===== src/rtl/cfd_pkg.sv =====
package cfd_pkg;

    typedef enum logic [1:0] {
        SRC_INT16 = 2'b00,
        SRC_EXT   = 2'b01,
        SRC_PLL   = 2'b10,
        SRC_RSVD  = 2'b11
    } sys_src_e;

    typedef struct packed {
        logic osc_off;
        logic to_int16;
        logic pll_off;
    } fail_act_t;

    localparam fail_act_t ACT_NONE = '{osc_off: 1'b0, to_int16: 1'b0, pll_off: 1'b0};

    // Decide which safe-state actions a failure triggers from the clock tree setup.
    function automatic fail_act_t plan_actions(sys_src_e src, logic pll_ext);
        fail_act_t a;
        logic via_pll;
        via_pll    = (src == SRC_PLL) && pll_ext;
        a.osc_off  = 1'b1;
        a.to_int16 = (src == SRC_EXT) || via_pll;
        a.pll_off  = via_pll;
        return a;
    endfunction

endpackage


===== src/rtl/cfd_edge_sync.sv =====
module cfd_edge_sync (
    input  logic clk,
    input  logic rst,
    input  logic mon_clk,
    output logic edge_seen
);
    localparam int STAGES = 3;

    logic [STAGES-1:0] pipe;

    always_ff @(posedge clk) begin
        if (rst) pipe <= '0;
        else     pipe <= {pipe[STAGES-2:0], mon_clk};
    end

    // Any transition after the two synchronizing flops counts as activity.
    assign edge_seen = pipe[STAGES-1] ^ pipe[STAGES-2];
endmodule


===== src/rtl/cfd_timeout.sv =====
module cfd_timeout #(
    parameter int LIMIT = 32
) (
    input  logic clk,
    input  logic rst,
    input  logic armed,
    input  logic edge_seen,
    output logic expired
);
    localparam int CW = (LIMIT > 2) ? $clog2(LIMIT) : 1;
    localparam logic [CW-1:0] LAST = CW'(LIMIT - 1);

    logic [CW-1:0] cnt;

    always_ff @(posedge clk) begin
        if (rst || !armed || edge_seen) cnt <= '0;
        else if (cnt != LAST)           cnt <= cnt + 1'b1;
    end

    assign expired = armed && !edge_seen && (cnt == LAST);
endmodule


===== src/rtl/cfd_response.sv =====
module cfd_response
    import cfd_pkg::*;
(
    input  logic      clk,
    input  logic      rst,
    input  logic      fail_evt,
    input  sys_src_e  src,
    input  logic      pll_ext,
    input  logic      irq_clr,
    output fail_act_t act,
    output logic      brk,
    output logic      nmi
);
    always_ff @(posedge clk) begin
        if (rst) begin
            act <= ACT_NONE;
            brk <= 1'b0;
            nmi <= 1'b0;
        end else if (fail_evt) begin
            act <= plan_actions(src, pll_ext);
            brk <= 1'b1;
            nmi <= 1'b1;
        end else begin
            brk <= 1'b0;
            if (irq_clr) begin
                act <= ACT_NONE;
                nmi <= 1'b0;
            end
        end
    end
endmodule


===== src/rtl/clk_fail_guard.sv =====
module clk_fail_guard
    import cfd_pkg::*;
#(
    parameter int TIMEOUT = 32
) (
    input  logic       clk,
    input  logic       rst,
    input  logic       mon_en,
    input  logic       osc_ready,
    input  logic       osc_on,
    input  logic [1:0] sys_src,
    input  logic       pll_in_ext,
    input  logic       ext_clk,
    input  logic       irq_clr,
    output logic       osc_off_req,
    output logic       force_int16,
    output logic       pll_off_req,
    output logic       brk_evt,
    output logic       nmi_pend
);
    logic      en_q;
    logic      armed;
    logic      edge_seen;
    logic      fail_evt;
    fail_act_t act;

    // Held enable: set by software, dropped only by reset or a failure.
    always_ff @(posedge clk) begin
        if (rst)           en_q <= 1'b0;
        else if (fail_evt) en_q <= 1'b0;
        else if (mon_en)   en_q <= 1'b1;
    end

    assign armed = en_q && osc_on && osc_ready;

    cfd_edge_sync u_sync (
        .clk       (clk),
        .rst       (rst),
        .mon_clk   (ext_clk),
        .edge_seen (edge_seen)
    );

    cfd_timeout #(.LIMIT(TIMEOUT)) u_tmo (
        .clk       (clk),
        .rst       (rst),
        .armed     (armed),
        .edge_seen (edge_seen),
        .expired   (fail_evt)
    );

    cfd_response u_resp (
        .clk      (clk),
        .rst      (rst),
        .fail_evt (fail_evt),
        .src      (sys_src_e'(sys_src)),
        .pll_ext  (pll_in_ext),
        .irq_clr  (irq_clr),
        .act      (act),
        .brk      (brk_evt),
        .nmi      (nmi_pend)
    );

    assign osc_off_req = act.osc_off;
    assign force_int16 = act.to_int16;
    assign pll_off_req = act.pll_off;
endmodule


===== config.mk =====
export PLATFORM = sky130hd
export DESIGN_NAME = clk_fail_guard
export DESIGN_NICKNAME = d
export VERILOG_FILES = /design/src/rtl/cfd_pkg.sv /design/src/rtl/cfd_edge_sync.sv /design/src/rtl/cfd_timeout.sv /design/src/rtl/cfd_response.sv /design/src/rtl/clk_fail_guard.sv
export SDC_FILE = /design/constraint.sdc
export NUM_CORES = 1
export LEC_CHECK = 0
export ABC_CLOCK_PERIOD_IN_PS = 1800
export BUFFER_PORTS_ARGS = -buffer_cell sky130_fd_sc_hd__buf_2
export CORE_AREA = 4 4 41 43
export CTS_CLUSTER_SIZE = 12
export DETAILED_ROUTE_END_ITERATION = 6
export DIE_AREA = 0 0 45 47
export HOLD_SLACK_MARGIN = 0.05
export PLACE_DENSITY = 0.74
export SKIP_LAST_GASP = 1
export SLEW_MARGIN = 15
export SYNTH_ARGS = -nofsm -noshare
export SYNTH_HDL_FRONTEND = slang
export SYNTH_HIERARCHICAL = 1
export SYNTH_SLANG_ARGS = --single-unit

===== constraint.sdc =====
create_clock -name clk -period 1.8 [get_ports clk]
set_clock_uncertainty 0.15 [all_clocks]
set_input_delay 0.27 -clock clk [delete_from_list [all_inputs] [get_ports clk]]
set_output_delay 0.27 -clock clk [all_outputs]
set_load 0.05 [all_outputs]

[Word-level counts from Yosys, hierarchy flattened]
Cells that the tools add are included.
Operators by class
  equal/unequal tests: 4
  muxes and demuxes: 5
  bitwise operators: 1
  add/sub/neg operators: 1
  reduce and logical (&&, ||, !) cells: 12
Operators by type and width (number)
  3-bit 2-to-1 mux: 2
  5-bit by 1-bit adder with 5-bit output, second input constant: 1
  5-bit equality test, second input constant: 1
  1-bit logical AND: 5
  5-bit inequality test, second input constant: 1
  1-bit logical OR: 3
  1-bit 2-to-1 mux: 3
  2-bit by 1-bit equality test with 1-bit output, second input constant: 1
  2-bit equality test, second input constant: 1
  1-bit logical NOT: 2
  2-bit nonzero test: 1
  2-bit OR reduction: 1
  1-bit bitwise XOR: 1
Storage, ports and cells
  register bits: 14
  input port bits: 10
  output and inout bits: 5

[Logic depth before layout (Yosys ltp)]
Gate-level depths: netlist of the first run.
  depth in word-level cells: 5
  depth in mapped cells: 7
  gate-level depth less buffers: 6

[Hierarchy]
The synthesis of the first run kept the hierarchy.
By module, submodules not included
  cfd_timeout: cells an instance 23, area each 259.0 sq um, times used 1
  cfd_response: cells an instance 16, area each 165.2 sq um, times used 1
  cfd_edge_sync: cells an instance 7, area each 87.6 sq um, times used 1
  clk_fail_guard: cells an instance 4, area each 40.0 sq um, times used 1

[Least setup slack after synthesis of the first run]
No wires, ideal clock.
  path type: reg2reg
  start: reg u_tmo.cnt[0]
  end: reg, netlist name u_resp/act[0]
  setup time: 0.070 ns
  setup slack: 0.031 ns
  arrival time: 1.550 ns
  required time: 1.580 ns
  stages on the path, launching flop included: 8
  cell sequence: dfxtp_1 ha_1 and3_1 ha_1 buf_6 and3b_2 nand3b_1 a21oi_1
On the way
  word-level cells in the longest chain between the ends: 3
  elaborated cells between the ends (all ways): 4
  classes of those cells: eq/ne (1); mux (1); reduce/logical (2)
RTL lines
  start, declared: RTL line cfd_timeout.sv:13  | logic [CW-1:0] cnt;
  start signal, assigned: RTL line cfd_timeout.sv:17  | else if (cnt != LAST) cnt <= cnt + 1'b1;
  5-bit equality test (*): RTL line cfd_timeout.sv:20  | assign expired = armed && !edge_seen && (cnt == LAST);
  1-bit logical AND (*): RTL line cfd_timeout.sv:20
  named net fail_evt: RTL line clk_fail_guard.sv:24  | logic fail_evt;
  3-bit 2-to-1 mux or 2-bit nonzero test (tied branches)
Mark *: on every way through the listed nets, which the timed path passes. The rest lies on a longest branch.
A chain may end at the register's enable or synchronous reset.

[Worst setup path after layout of the first run]
  start: reg u_tmo.cnt[1]
  end: reg, netlist name u_resp/act[0]
On the way
  word-level cells in the longest chain between the ends: 3
  elaborated cells between the ends (all ways): 4
  classes of those cells: eq/ne (1); mux (1); reduce/logical (2)
RTL lines (RTL line)
  5-bit equality test (*): cfd_timeout.sv:20
  1-bit logical AND (*): cfd_timeout.sv:20
  named net fail_evt: clk_fail_guard.sv:24
  3-bit 2-to-1 mux or 2-bit nonzero test (tied branches)
Marked as above.

==> reports/metrics.csv, run 1 <==
metric,value,unit
DRT iter0 DRCs,7,
Root Driver,clkbuf_4,
Finished Core Util,51.8,%
H-tree depth,1,
FILL cells,121,
library cells used by synthesis,21,
VDD IR max,0.000369,V
post-route cell area,674,um^2
Final ANT Viol Nets,0,
chip height,47,um
Hold Path Stages,3,
Max Root-Sink Buffers,2,
Pwr Density,733,nW/um^2
Async SR Flop Fraction,0,%
vias in the first global route,408,
DR pass1 iterations,4,
CTS Sinks,13,
full die area,2120,um^2
HP Class,in2reg,
Main synth FF type,dfxtp_1,
multi-input logic area,269,um^2
post-synth top area share,47.2,%
clk slew on worst S/H paths,0.07,ns
CTS Buf Count,3,
DR DRC count,0,
most frequent cells after synthesis,"dfxtp_1 (13), nor2_1 (7), nor2b_1 (5), xor2_1 (3)",
layout cells sized above 1,37.7,%
Worst setup SP type,flip-flop,
initial antenna violation count,0,
ranking of synthesized cells by area,"dfxtp_1 (47%), nor2b_1 (5.7%), nor2_1 (4.8%), xor2_1 (4.8%), ha_1 (4.5%)",
unrepaired setup endpoints after global routing,false,
Layout Nets,82,
Boundary Pins,15,
antenna cells,0,
Post-Syn Instances,50,
R2R Path End,u_resp/act[0],
"Slew Viols, Final",0,
Post-synth EDFFs,0,
"flops & latches, synth",13,
hold_sp,mon_en,
flop-to-flop setup slack,0.12,ns
Initial Utilization,42.4,%
Slew @ Worst Pin,0.250,ns
final period utilization,93.3,%
Placement Cell Area,637,um^2
synth warn,6,
GPL Wtd Cong,0.637,
vias post-DR,401,
WL per Instance,11.1,um
final hold slack,0.0959,ns
Port-buffer cells,14,
grt ovf,0,
Yosys top cell by area,dfxtp_1,
critical path capture point type,flip-flop,
crit path max fanout,7,
R2R Path Start,u_tmo/cnt[1],
Post-Layout Cell Count,84,
depth of the worst register-to-register path,6,
relative slew slack,83.4,%
first-pass GRT wire length,1590,um
Hold EP,en_q,
Max Fclk,0.596,GHz
max_cap viols,0,
Worst Setup Path Type,reg2reg,
Total Neg Setup Slack,0,ns
Mapped Area,552,um^2
endpoints failing setup,0,
drt via density,4.77,
DP Cell Count,79,
area delta synth->final,22.2,%
largest net degree at the start of global routing,10,
num rows,13,
Reg area,262,um^2
final wirelength,932,um
"Seq/Total Area, Yosys",47.2,%
gr usage total,10.6,%
Die Wd,45,um
minimum clock period,1.68,ns
Final Hold Fails,0,
outcome,completed,
Critical Path RT,1.85,ns
CTS tree,built,
most frequent cell after synthesis,dfxtp_1,
Leak,0.000345,uW
"Avg Cell Area, Syn",11.0,um^2
core area,1300,um^2
Post-Syn Nets,62,
CP arrival,1.73,ns
latest clock arrival within the worst-skew pair,0.26,ns
Post-DP HPWL,720,um
==> kinds of logic after synthesis <==
logic type | after synthesis | synth area share [%]
AND/OR/NAND/NOR | 22 | 28.1
AO/OA/AOI/OAI | 4 | 6.12
multiplexers | 2 | 3.63
buffers and inverters | 3 | 4.08
XOR/XNOR | 4 | 6.35
flip-flops | 13 | 47.2
adder cells (fa/ha/maj) | 2 | 4.53
==> power by group <==
part           internal [uW]  switching (uW)  total, uW
registers                292            2.21        294
logic                   15.6            12.8       28.4
clock network           85.6            85.8        171
total                    393             101        494
==> state kept, by name, indices dropped and copies added, names as in the netlist <==
register,count
u_resp/brk,1
u_sync/pipe,3
u_resp/act,3
en_q,1
u_tmo/cnt,5
==> critical path: stages, from the launching register on <==
cell,delay (ns)
dfxtp_2,0.34
ha_1,0.18
and3_1,0.18
ha_1,0.18
and3b_2,0.27
nand3b_1,0.17
a21oi_1,0.13
==> how the worst max path moves through the flow <==
stage,from,endpoint,cells past startpoint
after floorplan,u_tmo/cnt[0],u_resp/act[0],7
after global placement,u_tmo/cnt[1],u_resp/act[0],6
after detailed placement,u_tmo/cnt[1],u_resp/act[0],6
after CTS,u_tmo/cnt[1],u_resp/act[1],6
after global routing,u_tmo/cnt[1],u_resp/act[0],6
final,u_tmo/cnt[1],u_resp/act[0],6
==> final cells by class <==
class | count | share of cell area (%)
inverter | 1 | 0.557
tap | 15 | 2.78
timing repair buffer | 17 | 14.1
clock buffer | 4 | 3.90
sequential | 13 | 38.8
multi-input combinational | 34 | 39.9
==> layer usage <==
layer | up-vias | GRT usage [%] | part of all wire (%)
met4 | 0 | 7.02 | 0.43
met2 | 11 | 18.6 | 49
met3 | 2 | 2.30 | 6.0
li1 | 205 | - | -
met1 | 183 | 11.4 | 44
met5 | - | 0 | 0
==> repair_timing <==
action | CTS | global route
hold buffers | 1 | 0
hold endpoints to repair | 1 | 0
resized for setup | 0 | 1
buffers inserted | 0 | 0
endpoints found under the setup margin | 0 | 2
==> cells in the final DEF (no fill, tap or decap) <==
master / count
a21oi_1: 2
a21oi_2: 1
a311oi_2: 1
and3_1: 2
and3b_2: 1
buf_2: 14
buf_4: 2
clkbuf_1: 1
clkbuf_4: 3
dfxtp_1: 12
dfxtp_2: 1
dlygate4sd3_1: 1
ha_1: 2
inv_1: 1
mux2i_1: 2
nand2b_1: 1
nand3b_1: 2
nand4b_1: 1
nand4b_4: 1
nor2_1: 7
nor2b_1: 5
nor3_2: 1
or3b_4: 1
xnor2_1: 1
xor2_1: 3
==> metrics by stage <==
step | total power, uW | setup slack (ns)
floorplan | 312 | 0.0307
global placement | 327 | 0.144
detailed placement | 328 | 0.116
CTS | 503 | 0.0829
global route | 511 | 0.0196
finish | 494 | 0.121
Note: power is estimated with default switching activity, not from simulation.
==> inputs of run 2 (changes only) <==
--- a/config.mk
+++ b/config.mk
@@ -8,10 +8,10 @@
 export ABC_CLOCK_PERIOD_IN_PS = 1800
 export BUFFER_PORTS_ARGS = -buffer_cell sky130_fd_sc_hd__buf_2
 export CORE_AREA = 4 4 41 43
+export CTS_BUF_LIST = sky130_fd_sc_hd__clkbuf_4 sky130_fd_sc_hd__clkbuf_8
 export CTS_CLUSTER_SIZE = 12
 export DETAILED_ROUTE_END_ITERATION = 6
 export DIE_AREA = 0 0 45 47
-export HOLD_SLACK_MARGIN = 0.05
 export PLACE_DENSITY = 0.74
 export SKIP_LAST_GASP = 1
 export SLEW_MARGIN = 15
@@ -19,3 +19,4 @@
 export SYNTH_HDL_FRONTEND = slang
 export SYNTH_HIERARCHICAL = 1
 export SYNTH_SLANG_ARGS = --single-unit
+export TNS_END_PERCENT = 1
==> run 2 against run 1 <==
Against the previous run:
- sequential power barely moved
- power rose by 2.8%
- cell count fell by 1.2%
- critical endpoint unchanged
- sequential share of layout area rose by 0.36 points
- register-to-register slack barely moved
- via count fell by 0.25%
- largest cell class unchanged
- global-route usage fell by 0.080 points
- clock-buffer cell count did not move
- sequential cell count did not move
- first-iteration DRC count rose by 14%
- worst hold slack got worse by 0.039 ns
- core utilization fell by 0.48 points
- highest routed layer unchanged
==> reports/metrics.csv, run 2 (synthesis gave the netlist of run 1 again) <==
metric,value,unit,change
Boundary Pins,15,,unchanged
CP arrival,1.73,ns,about the same
core area,1300,um^2,unchanged
relative slew slack,83.4,%,unchanged
CTS tree,built,,
Post-DP HPWL,720,um,unchanged
CTS Buf Count,3,,unchanged
crit path max fanout,7,,unchanged
register with the most flip-flops,u_tmo/cnt,,
unrepaired setup endpoints after global routing,false,,
"most common cell after layout, fill and taps aside",buf_2,,
vias post-DR,400,,-0.25%
area delta synth->final,21.1,%,
drt via density,4.82,,+0.95%
# resized after CTS,0,,unchanged
DRT iter0 DRCs,8,,+1
Slew @ Worst Pin,0.250,ns,-0.000000596 ns
crit-path cells,"ha_1, and3_1, ha_1, and3b_2, nand3b_1, a21oi_1",,
Pwr Density,761,nW/um^2,+3.8%
Initial Utilization,42.4,%,unchanged
Max Root-Sink Buffers,2,,unchanged
hold buffers post-CTS,0,,-1
Die Wd,45,um,unchanged
clk slew on worst S/H paths,0.08,ns,about the same
Final ANT Viol Nets,0,,unchanged
CP bufs+invs,0,,unchanged
Final WS setup,0.125,ns,+0.00414 ns
Layout Nets,81,,-1.2%
largest registers,"u_tmo/cnt: 5 flops, u_resp/act: 3 flops, u_sync/pipe: 3 flops",,
H-tree depth,1,,unchanged
Total Neg Setup Slack,0,ns,unchanged
Critical Path RT,1.85,ns,about the same
Final Hold Fails,0,,unchanged
Worst setup SP type,flip-flop,,
HP Class,in2reg,,
minimum clock period,1.67,ns,-0.00414 ns
slowest CP cell,dfxtp_2,,
chip height,47,um,unchanged
VDD IR max,0.000368,V,-0.44%
gr usage total,10.5,%,-0.080 points
largest net degree at the start of global routing,10,,unchanged
final wirelength,921,um,-1.2%
outcome,completed,,
Root Driver,clkbuf_4,,
pre-CTS setup slack,0.116,ns,unchanged
"Slew Viols, Final",0,,unchanged
final period utilization,93.0,%,-0.23 points
antenna cells,0,,unchanged
# Post-CTS Setup Buffers,0,,unchanged
WL per Instance,11.1,um,about the same
GPL Wtd Cong,0.637,,unchanged
post-route cell area,668,um^2,-0.93%
endpoints failing setup,0,,unchanged
max incr delay on CP,0.34,ns,about the same
CTS Sinks,13,,unchanged
CP top delay family,simple AND/OR/NAND/NOR gates,,
first-pass GRT wire length,1580,um,-0.82%
max_cap viols,0,,unchanged
grt ovf,0,,unchanged
Placement Cell Area,637,um^2,unchanged
full die area,2120,um^2,unchanged
DR pass1 iterations,4,,unchanged
Leak,0.000344,uW,-0.22%
"most used cell, CP",ha_1,,
initial antenna violation count,0,,unchanged
"commonest non-fill, non-tap cells in the layout","buf_2 (14), dfxtp_1 (12), nor2_1 (7)",,
Worst Setup Path Type,reg2reg,,
max FFs per register,5,,unchanged
num rows,13,,unchanged
latest clock arrival within the worst-skew pair,0.26,ns,about the same
Port-buffer cells,14,,unchanged
vias in the first global route,409,,+0.25%
Max Fclk,0.597,GHz,+0.25%
layout cells sized above 1,39.7,%,+2.0 points
critical path capture point type,flip-flop,,
DR DRC count,0,,unchanged
==> run 2: cell count changes in the layout (fill, tap and decap cells not counted) <==
cell and delta:
clkbuf_4 +1, clkbuf_1 -1, dlygate4sd3_1 -1
==> run 2: power by group <==
part	switching [uW]	internal (uW)
clock network	86.5	101
registers	2.23	292
logic	12.5	14.2
==> run 2: path summary, 6_finish.rpt <==
kind	endpoint	slack [ns]	start	cells after the start
worst max-delay path	u_resp/act[0]	0.13	u_tmo/cnt[1]	6
worst min-delay path	u_sync/pipe[0]	0.06	ext_clk	2
worst max register to register	u_resp/act[0]	0.13	u_tmo/cnt[1]	6
worst min register to register	u_sync/pipe[1]	0.32	u_sync/pipe[0]	1
==> run 2: final cells by class <==
type | count | area, um^2
fillers | 123 | 633
repair buffers | 16 | 85.1
inverters | 1 | 3.75
well taps | 15 | 18.8
flip-flops and latches | 13 | 262
clock buffers | 4 | 30.0
multi-input cells | 34 | 269
==> run 2: metrics by stage <==
stage | utilization, % | total power [uW] | hold slack (ns) | std cells
after floorplan | - | 312 | 0.188 | 50
after global placement | 48.9 | 327 | 0.299 | 79
after detailed placement | 48.9 | 328 | 0.305 | 79
after CTS | 51.2 | 517 | 0.0482 | 83
after global routing | 51.3 | 525 | 0.0680 | 83
final | 51.3 | 508 | 0.0572 | 83
==> run 2: routing by layer <==
| layer | vias up | track usage, % | wire, um |
|---|---|---|---|
| li1 | 204 | - | - |
| met1 | 183 | 11.2 | 400 |
| met2 | 11 | 18.6 | 458 |
| met3 | 2 | 2.30 | 57 |
| met4 | 0 | 7.02 | 4 |
| met5 | - | 0 | 0 |
